===== src/rtl/bws_pkg.sv =====
package bws_pkg;

    // Size codes on the transfer attribute lines
    typedef enum logic [1:0] {
        SZ_LONG = 2'b00,
        SZ_BYTE = 2'b01,
        SZ_WORD = 2'b10,
        SZ_LINE = 2'b11
    } size_e;

    typedef enum logic [0:0] {
        ST_IDLE = 1'b0,
        ST_BEAT = 1'b1
    } state_e;

    // Long words in one line
    localparam int unsigned LINE_BEATS = 4;
    localparam int unsigned BEAT_W     = $clog2(LINE_BEATS);

endpackage


===== src/rtl/bws_decode.sv =====
module bws_decode
    import bws_pkg::*;
(
    input  logic       idle_i,
    input  logic       start_i,
    input  logic       rnw_i,
    input  logic [1:0] size_i,
    input  logic       burst_en_i,
    output logic       accept_o,
    output logic       is_line_o,
    output logic       burst_o
);

    size_e size_s;

    always_comb begin
        size_s    = size_e'(size_i);
        is_line_o = (size_s == SZ_LINE);
        // Only long-word and line writes are served
        accept_o  = idle_i && start_i && !rnw_i &&
                    ((size_s == SZ_LONG) || (size_s == SZ_LINE));
        burst_o   = is_line_o && burst_en_i;
    end

endmodule


===== src/rtl/bws_wait_timer.sv =====
module bws_wait_timer #(
    parameter int unsigned WAIT_W = 2
) (
    input  logic              clk,
    input  logic              rst_n,
    input  logic              load_i,
    input  logic [WAIT_W-1:0] cfg_i,
    input  logic              reload_i,
    input  logic              active_i,
    output logic              expire_o
);

    typedef struct packed {
        logic [WAIT_W-1:0] cfg;
        logic [WAIT_W-1:0] cnt;
    } tmr_t;

    tmr_t tmr_d, tmr_q;

    always_comb begin
        tmr_d = tmr_q;
        if (load_i) begin
            tmr_d.cfg = cfg_i;
            tmr_d.cnt = cfg_i;
        end else if (reload_i) begin
            tmr_d.cnt = tmr_q.cfg;
        end else if (active_i && (tmr_q.cnt != '0)) begin
            tmr_d.cnt = tmr_q.cnt - 1'b1;
        end
        expire_o = active_i && (tmr_q.cnt == '0);
    end

    always_ff @(posedge clk or negedge rst_n) begin
        if (!rst_n) begin
            tmr_q <= '0;
        end else begin
            tmr_q <= tmr_d;
        end
    end

    // a nonzero wait setting delays the first beat past the next cycle
    assert_wait_first_beat_R3: assert property (@(posedge clk) disable iff (!rst_n)
        (load_i && (cfg_i != '0)) |=> !expire_o);

    // a nonzero wait setting also delays every following beat
    assert_wait_next_beat_R3: assert property (@(posedge clk) disable iff (!rst_n)
        (reload_i && (tmr_q.cfg != '0)) |=> !expire_o);

endmodule


===== src/rtl/bws_beat_ctr.sv =====
module bws_beat_ctr
    import bws_pkg::*;
(
    input  logic              clk,
    input  logic              rst_n,
    input  logic              load_i,
    input  logic [BEAT_W-1:0] base_i,
    input  logic              step_i,
    output logic [BEAT_W-1:0] off_o,
    output logic [BEAT_W-1:0] count_o
);

    typedef struct packed {
        logic [BEAT_W-1:0] off;
        logic [BEAT_W-1:0] count;
    } beat_t;

    beat_t beat_d, beat_q;

    always_comb begin
        beat_d = beat_q;
        if (load_i) begin
            beat_d.off   = base_i;
            beat_d.count = '0;
        end else if (step_i) begin
            // Offset wraps inside the line
            beat_d.off   = beat_q.off + 1'b1;
            beat_d.count = beat_q.count + 1'b1;
        end
        off_o   = beat_q.off;
        count_o = beat_q.count;
    end

    always_ff @(posedge clk or negedge rst_n) begin
        if (!rst_n) begin
            beat_q <= '0;
        end else begin
            beat_q <= beat_d;
        end
    end

    // each completed non-final beat moves to the next long word, modulo the line
    assert_offset_wrap_R6: assert property (@(posedge clk) disable iff (!rst_n)
        step_i |=> (off_o == BEAT_W'($past(off_o) + 1'b1)));

endmodule


===== src/rtl/bws_mem.sv =====
module bws_mem #(
    parameter int unsigned IDX_W  = 4,
    parameter int unsigned DATA_W = 32
) (
    input  logic              clk,
    input  logic              rst_n,
    input  logic              we_i,
    input  logic [IDX_W-1:0]  widx_i,
    input  logic [DATA_W-1:0] wdata_i,
    input  logic [IDX_W-1:0]  ridx_i,
    output logic [DATA_W-1:0] rdata_o
);

    localparam int unsigned DEPTH = 1 << IDX_W;

    logic [DATA_W-1:0] mem_d [DEPTH];
    logic [DATA_W-1:0] mem_q [DEPTH];

    always_comb begin
        for (int i = 0; i < DEPTH; i++) begin
            mem_d[i] = mem_q[i];
        end
        if (we_i) begin
            mem_d[widx_i] = wdata_i;
        end
        rdata_o = mem_q[ridx_i];
    end

    always_ff @(posedge clk or negedge rst_n) begin
        if (!rst_n) begin
            for (int i = 0; i < DEPTH; i++) begin
                mem_q[i] <= '0;
            end
        end else begin
            for (int i = 0; i < DEPTH; i++) begin
                mem_q[i] <= mem_d[i];
            end
        end
    end

endmodule


===== src/rtl/burst_write_slave.sv =====
module burst_write_slave
    import bws_pkg::*;
#(
    parameter int unsigned AW     = 6,
    parameter int unsigned DATA_W = 32,
    parameter int unsigned WAIT_W = 2
) (
    input  logic              clk,
    input  logic              rst_n,
    input  logic              start_i,
    input  logic              rnw_i,
    input  logic [1:0]        size_i,
    input  logic [AW-1:2]     waddr_i,
    input  logic [DATA_W-1:0] data_i,
    input  logic              burst_en_i,
    input  logic [WAIT_W-1:0] wait_cfg_i,
    output logic              ack_o,
    output logic              burst_inh_o,
    input  logic [AW-1:2]     rd_idx_i,
    output logic [DATA_W-1:0] rd_data_o
);

    localparam int unsigned IDX_W  = AW - 2;
    localparam int unsigned LINE_W = IDX_W - BEAT_W;

    typedef struct packed {
        state_e            state;
        logic              line;
        logic              burst;
        logic [LINE_W-1:0] hi;
    } ctl_t;

    ctl_t ctl_d, ctl_q;

    logic              accept_s, is_line_s, burst_s;
    logic              expire_s, last_s, step_s;
    logic [BEAT_W-1:0] off_s, count_s;
    logic [IDX_W-1:0]  widx_s;

    bws_decode u_decode (
        .idle_i     (ctl_q.state == ST_IDLE),
        .start_i    (start_i),
        .rnw_i      (rnw_i),
        .size_i     (size_i),
        .burst_en_i (burst_en_i),
        .accept_o   (accept_s),
        .is_line_o  (is_line_s),
        .burst_o    (burst_s)
    );

    bws_wait_timer #(.WAIT_W(WAIT_W)) u_timer (
        .clk      (clk),
        .rst_n    (rst_n),
        .load_i   (accept_s),
        .cfg_i    (wait_cfg_i),
        .reload_i (step_s),
        .active_i (ctl_q.state == ST_BEAT),
        .expire_o (expire_s)
    );

    bws_beat_ctr u_beat (
        .clk     (clk),
        .rst_n   (rst_n),
        .load_i  (accept_s),
        .base_i  (waddr_i[BEAT_W+1:2]),
        .step_i  (step_s),
        .off_o   (off_s),
        .count_o (count_s)
    );

    always_comb begin
        ctl_d       = ctl_q;
        ack_o       = expire_s;
        last_s      = !(ctl_q.line && ctl_q.burst) ||
                      (count_s == BEAT_W'(LINE_BEATS - 1));
        step_s      = ack_o && !last_s;
        // Refusal is reported only with the first beat of a line
        burst_inh_o = ack_o && ctl_q.line && !ctl_q.burst && (count_s == '0);
        widx_s      = {ctl_q.hi, off_s};

        unique case (ctl_q.state)
            ST_IDLE: begin
                if (accept_s) begin
                    ctl_d.state = ST_BEAT;
                    ctl_d.line  = is_line_s;
                    ctl_d.burst = burst_s;
                    ctl_d.hi    = waddr_i[AW-1:BEAT_W+2];
                end
            end
            ST_BEAT: begin
                if (ack_o && last_s) begin
                    ctl_d.state = ST_IDLE;
                end
            end
            default: ctl_d.state = ST_IDLE;
        endcase
    end

    always_ff @(posedge clk or negedge rst_n) begin
        if (!rst_n) begin
            ctl_q <= '{state: ST_IDLE, line: 1'b0, burst: 1'b0, hi: '0};
        end else begin
            ctl_q <= ctl_d;
        end
    end

    bws_mem #(.IDX_W(IDX_W), .DATA_W(DATA_W)) u_mem (
        .clk     (clk),
        .rst_n   (rst_n),
        .we_i    (ack_o),
        .widx_i  (widx_s),
        .wdata_i (data_i),
        .ridx_i  (rd_idx_i),
        .rdata_o (rd_data_o)
    );

    // refusal only travels with an acknowledge
    assert_inh_with_ack_R8: assert property (@(posedge clk) disable iff (!rst_n)
        burst_inh_o |-> ack_o);

    // nothing follows the final beat without a new start
    assert_quiet_after_last_R8: assert property (@(posedge clk) disable iff (!rst_n)
        (ack_o && last_s) |=> !ack_o);

    // an unserved start leaves the target idle
    assert_ignore_start_R2: assert property (@(posedge clk) disable iff (!rst_n)
        ((ctl_q.state == ST_IDLE) && start_i && !accept_s) |=> !ack_o);

    // a refused line ends at its first beat
    assert_refused_single_R7: assert property (@(posedge clk) disable iff (!rst_n)
        burst_inh_o |=> (ctl_q.state == ST_IDLE));

endmodule


===== config.mk =====
export PLATFORM = sky130hd
export DESIGN_NAME = burst_write_slave
export DESIGN_NICKNAME = d
export VERILOG_FILES = /design/src/rtl/bws_pkg.sv /design/src/rtl/bws_decode.sv /design/src/rtl/bws_wait_timer.sv /design/src/rtl/bws_beat_ctr.sv /design/src/rtl/bws_mem.sv /design/src/rtl/burst_write_slave.sv
export SDC_FILE = /design/constraint.sdc
export NUM_CORES = 1
export LEC_CHECK = 0
export CAP_MARGIN = 20
export CORE_MARGIN = 2
export CORE_UTILIZATION = 30
export CTS_CLUSTER_SIZE = 12
export DETAILED_ROUTE_END_ITERATION = 8
export PLACE_DENSITY_LB_ADDON = 0.2
export RECOVER_POWER = 50
export SETUP_SLACK_MARGIN = 0.4
export SLEW_MARGIN = 20
export SYNTH_ARGS = -nofsm -noshare
export SYNTH_HDL_FRONTEND = slang
export SYNTH_SLANG_ARGS = --single-unit

===== constraint.sdc =====
create_clock -name clk -period 2.15 [get_ports clk]
set_input_delay 0.43 -clock clk [delete_from_list [all_inputs] [get_ports clk]]
set_output_delay 0.43 -clock clk [all_outputs]
set_load 0.05 [all_outputs]

==> out/metrics.csv <==
metric,value,unit
status,"complete, but fails checks",
failing checks,negative setup slack,
sequential power share,0.418,
Final TNS setup,-8340,ps
pre-CTS setup slack,-328,ps
Initial Util,0.302,
Final GP Congestion,0.722,
Placed Instances,2591,
switching pwr,10.7,mW
register area share after synthesis,0.553,
Antenna Cells,0,
Min Hold Slack,389,ps
Overall Global Routing Usage,0.178,
DIE WIDTH,286,um
drt drc,0,
Max Freq,393,MHz
logic gate share of total power,0.315,
Layout Nets,1740,
Avg Inst Size Synth,16.1,um^2
post-route cell area,32500,um^2
Total Die Area,81500,um^2
"Power, Total",37.6,mW
Core ar.,78700,um^2
drt pass-1 iters,5,
Hold Path Sink,ctl_q[2]$_DFFE_PN0P_,
Final Cycle Share,1.18,
"count leader, synth",dfrtp_1,
worst reg2reg startpoint,u_timer.tmr_q[1]$_DFFE_PN0P_,
Cell variety after synth,32,
top cell type's share of synthesized area,0.553,
Worst-Skew Late Latency,640,ps
Area Growth Syn to Fin,36.7,%
Die Y,286,um
r2r endpoint,u_mem.mem_q[50]$_DFFE_PN0P_,
Synth Flop Type,dfrtp_1,
initial antenna violation count,4,
layout cells sized above 1,0.618,
clock period minus worst slack,2550,ps
Post-Syn Area,23800,um^2
Num CTS Buffers,58,
RSZ-0062 raised after global routing,true,
root buffer cell,clkbuf_16,
Hold Path Class,in -> reg,
Worst EP arrival,2120,ps
setup ws final,-397,ps
Hold Crit Start,burst_en_i,
Clock Path Buffers,3,
YS warnings,0,
sw frac,0.283,
Setup crit end kind,primary output,
final std cells w/o fill,2776,
final hold viol count,0,
first-pass GRT wire length,108,mm
vias per inst,5.01,
CTS tree,done,
WL final,72.8,mm
antenna-violating nets left,0,
Crit Path Class,reg -> out,
Clk pwr share,0.267,
R2R setup slack,120,ps
critical path peak fanout,2,
"Core Util, Final",0.413,
Worst Path Required,1720,ps
count of pins over their slew limit,0,
fraction of registers with async set/reset,1.00,
Syn Inst Count,1479,
gr ovfl total,0,
max_slew headroom,0.315,
Area contributors post-synth,"dfrtp_1 (55%), mux2_2 (22%), mux4_2 (12%), a22oi_1 (2.1%), mux2_1 (1.9%)",
LEAKAGE,14.2,nW
WL/cell,26.2,um
HPWL after DPL,40.8,mm
startpoint type of the worst setup path,flop,
dominant cell type by area after synthesis,dfrtp_1,
IO buf count,82,
Cell Rows,103,
CTS H-tree lvls,2,
VDD IR-drop max,664,uV
"top cells by count, synth","dfrtp_1 (525), mux2_2 (471), mux4_2 (128)",
final setup violation count,33,
Clock Skews,29.8,ps
Post-synth EDFFs,0,
via count,13905,
R2R cell count,11,
Hold Path Cell Cnt,3,
largest net degree at the start of global routing,69,
DR iter-0 viols,863,
clock sinks,525,
Mapped Nets,1536,
via count of the first global-routing pass,15362,
Ports,83,
power per cell area,1160,nW/um^2
Internal Power,27.0,mW
area post-placement,28800,um^2
Slew @ Worst Pin,1030,ps
Yosys reg bits,525,
max_cap viols,0,
Worst-path clk slew,60,ps
## logic make-up after synthesis
group                    after synthesis  share of synthesized area
AO/OA/AOI/OAI                         74                     0.0229
XOR/XNOR                               1                   0.000368
adder cells (fa/ha/maj)                8                    0.00421
buffers and inverters                134                     0.0325
flip-flops                           525                      0.553
multiplexers                         640                      0.364
AND/OR/NAND/NOR                       97                     0.0236
## worst max-delay path by stage
stage	slack, ps	depth (start not counted)	to	start
3_5_place_dp	-330	6	rd_data_o[28]	rd_idx_i[5]
3_3_place_gp	-310	6	rd_data_o[26]	rd_idx_i[2]
2_1_floorplan	150	5	rd_data_o[11]	rd_idx_i[2]
4_1_cts	-440	4	rd_data_o[14]	u_mem.mem_q[46]$_DFFE_PN0P_
5_1_grt	-460	4	rd_data_o[14]	u_mem.mem_q[174]$_DFFE_PN0P_
6_report	-400	4	rd_data_o[14]	u_mem.mem_q[46]$_DFFE_PN0P_
## power groups by stage
stage               clock [mW]  combinational, mW  sequential (mW)
finish                    10.0               11.9             15.7
floorplan                    0               8.69             15.1
global route              10.8               12.6             16.2
detailed placement           0               11.0             15.8
global placement             0               10.9             15.6
CTS                       10.4               11.7             15.7
## layout by cell type (no fill, tap or decap), types with 3 or more instances in the layout
| cell | instances |
|---|---|
| a22oi_2 | 64 |
| buf_12 | 80 |
| buf_16 | 32 |
| buf_4 | 46 |
| buf_6 | 23 |
| buf_8 | 18 |
| clkbuf_1 | 19 |
| clkbuf_16 | 68 |
| clkbuf_2 | 7 |
| clkbuf_4 | 7 |
| clkbuf_8 | 16 |
| clkdlybuf4s50_1 | 45 |
| clkinv_2 | 5 |
| clkinvlp_4 | 3 |
| dfrtp_1 | 525 |
| ha_1 | 7 |
| inv_1 | 5 |
| mux2_1 | 11 |
| mux2_2 | 117 |
| mux2_4 | 384 |
| mux4_2 | 128 |
| nand2_1 | 23 |
| nand2_4 | 32 |
| nand2_8 | 4 |
| nand2b_1 | 4 |
| nand3_2 | 3 |
| nor2_1 | 3 |
| nor2_4 | 14 |
| o21ai_0 | 3 |
## sequential cells by signal, summed over array words and instances, names as in the netlist
signal,flops
u_beat.off_o,2
u_timer.tmr_q,4
u_beat.count_o,2
ctl_q,5
u_mem.mem_q,512
## what timing repair did
item / CTS / global route
pin swaps: 42 / 24
endpoints found under the setup margin: 546 / 546
hold endpoints to repair: 20 / 0
resized for setup: 115 / 45
hold buffers: 1 / 0
setup buffers: 37 / 11
gates cloned: 24 / 9
## critical path, cell delays in order (launching register included)
cell and delay (ps):
dfrtp_1 390, mux4_2 510, a22oi_2 320, nand2_4 110, buf_12 160
## metal layers
| layer | vias up | part of all wire | track usage |
|---|---|---|---|
| li1 | 5918 | - | - |
| met1 | 7656 | 0.47 | 0.254 |
| met2 | 219 | 0.47 | 0.284 |
| met3 | 104 | 0.036 | 0.0273 |
| met4 | 8 | 0.023 | 0.0474 |
| met5 | - | 0.00066 | 0 |
## cell type report
type                    instances  area (um^2)
inverters                       7         26.3
clock inverters                12          158
flip-flops and latches        525        13100
clock buffers                  91         1760
well taps                    1050         1310
multi-input cells             820        12000
repair buffers                271         4140
fillers                      6947        46200
Note: power is estimated with default switching activity, not from simulation.
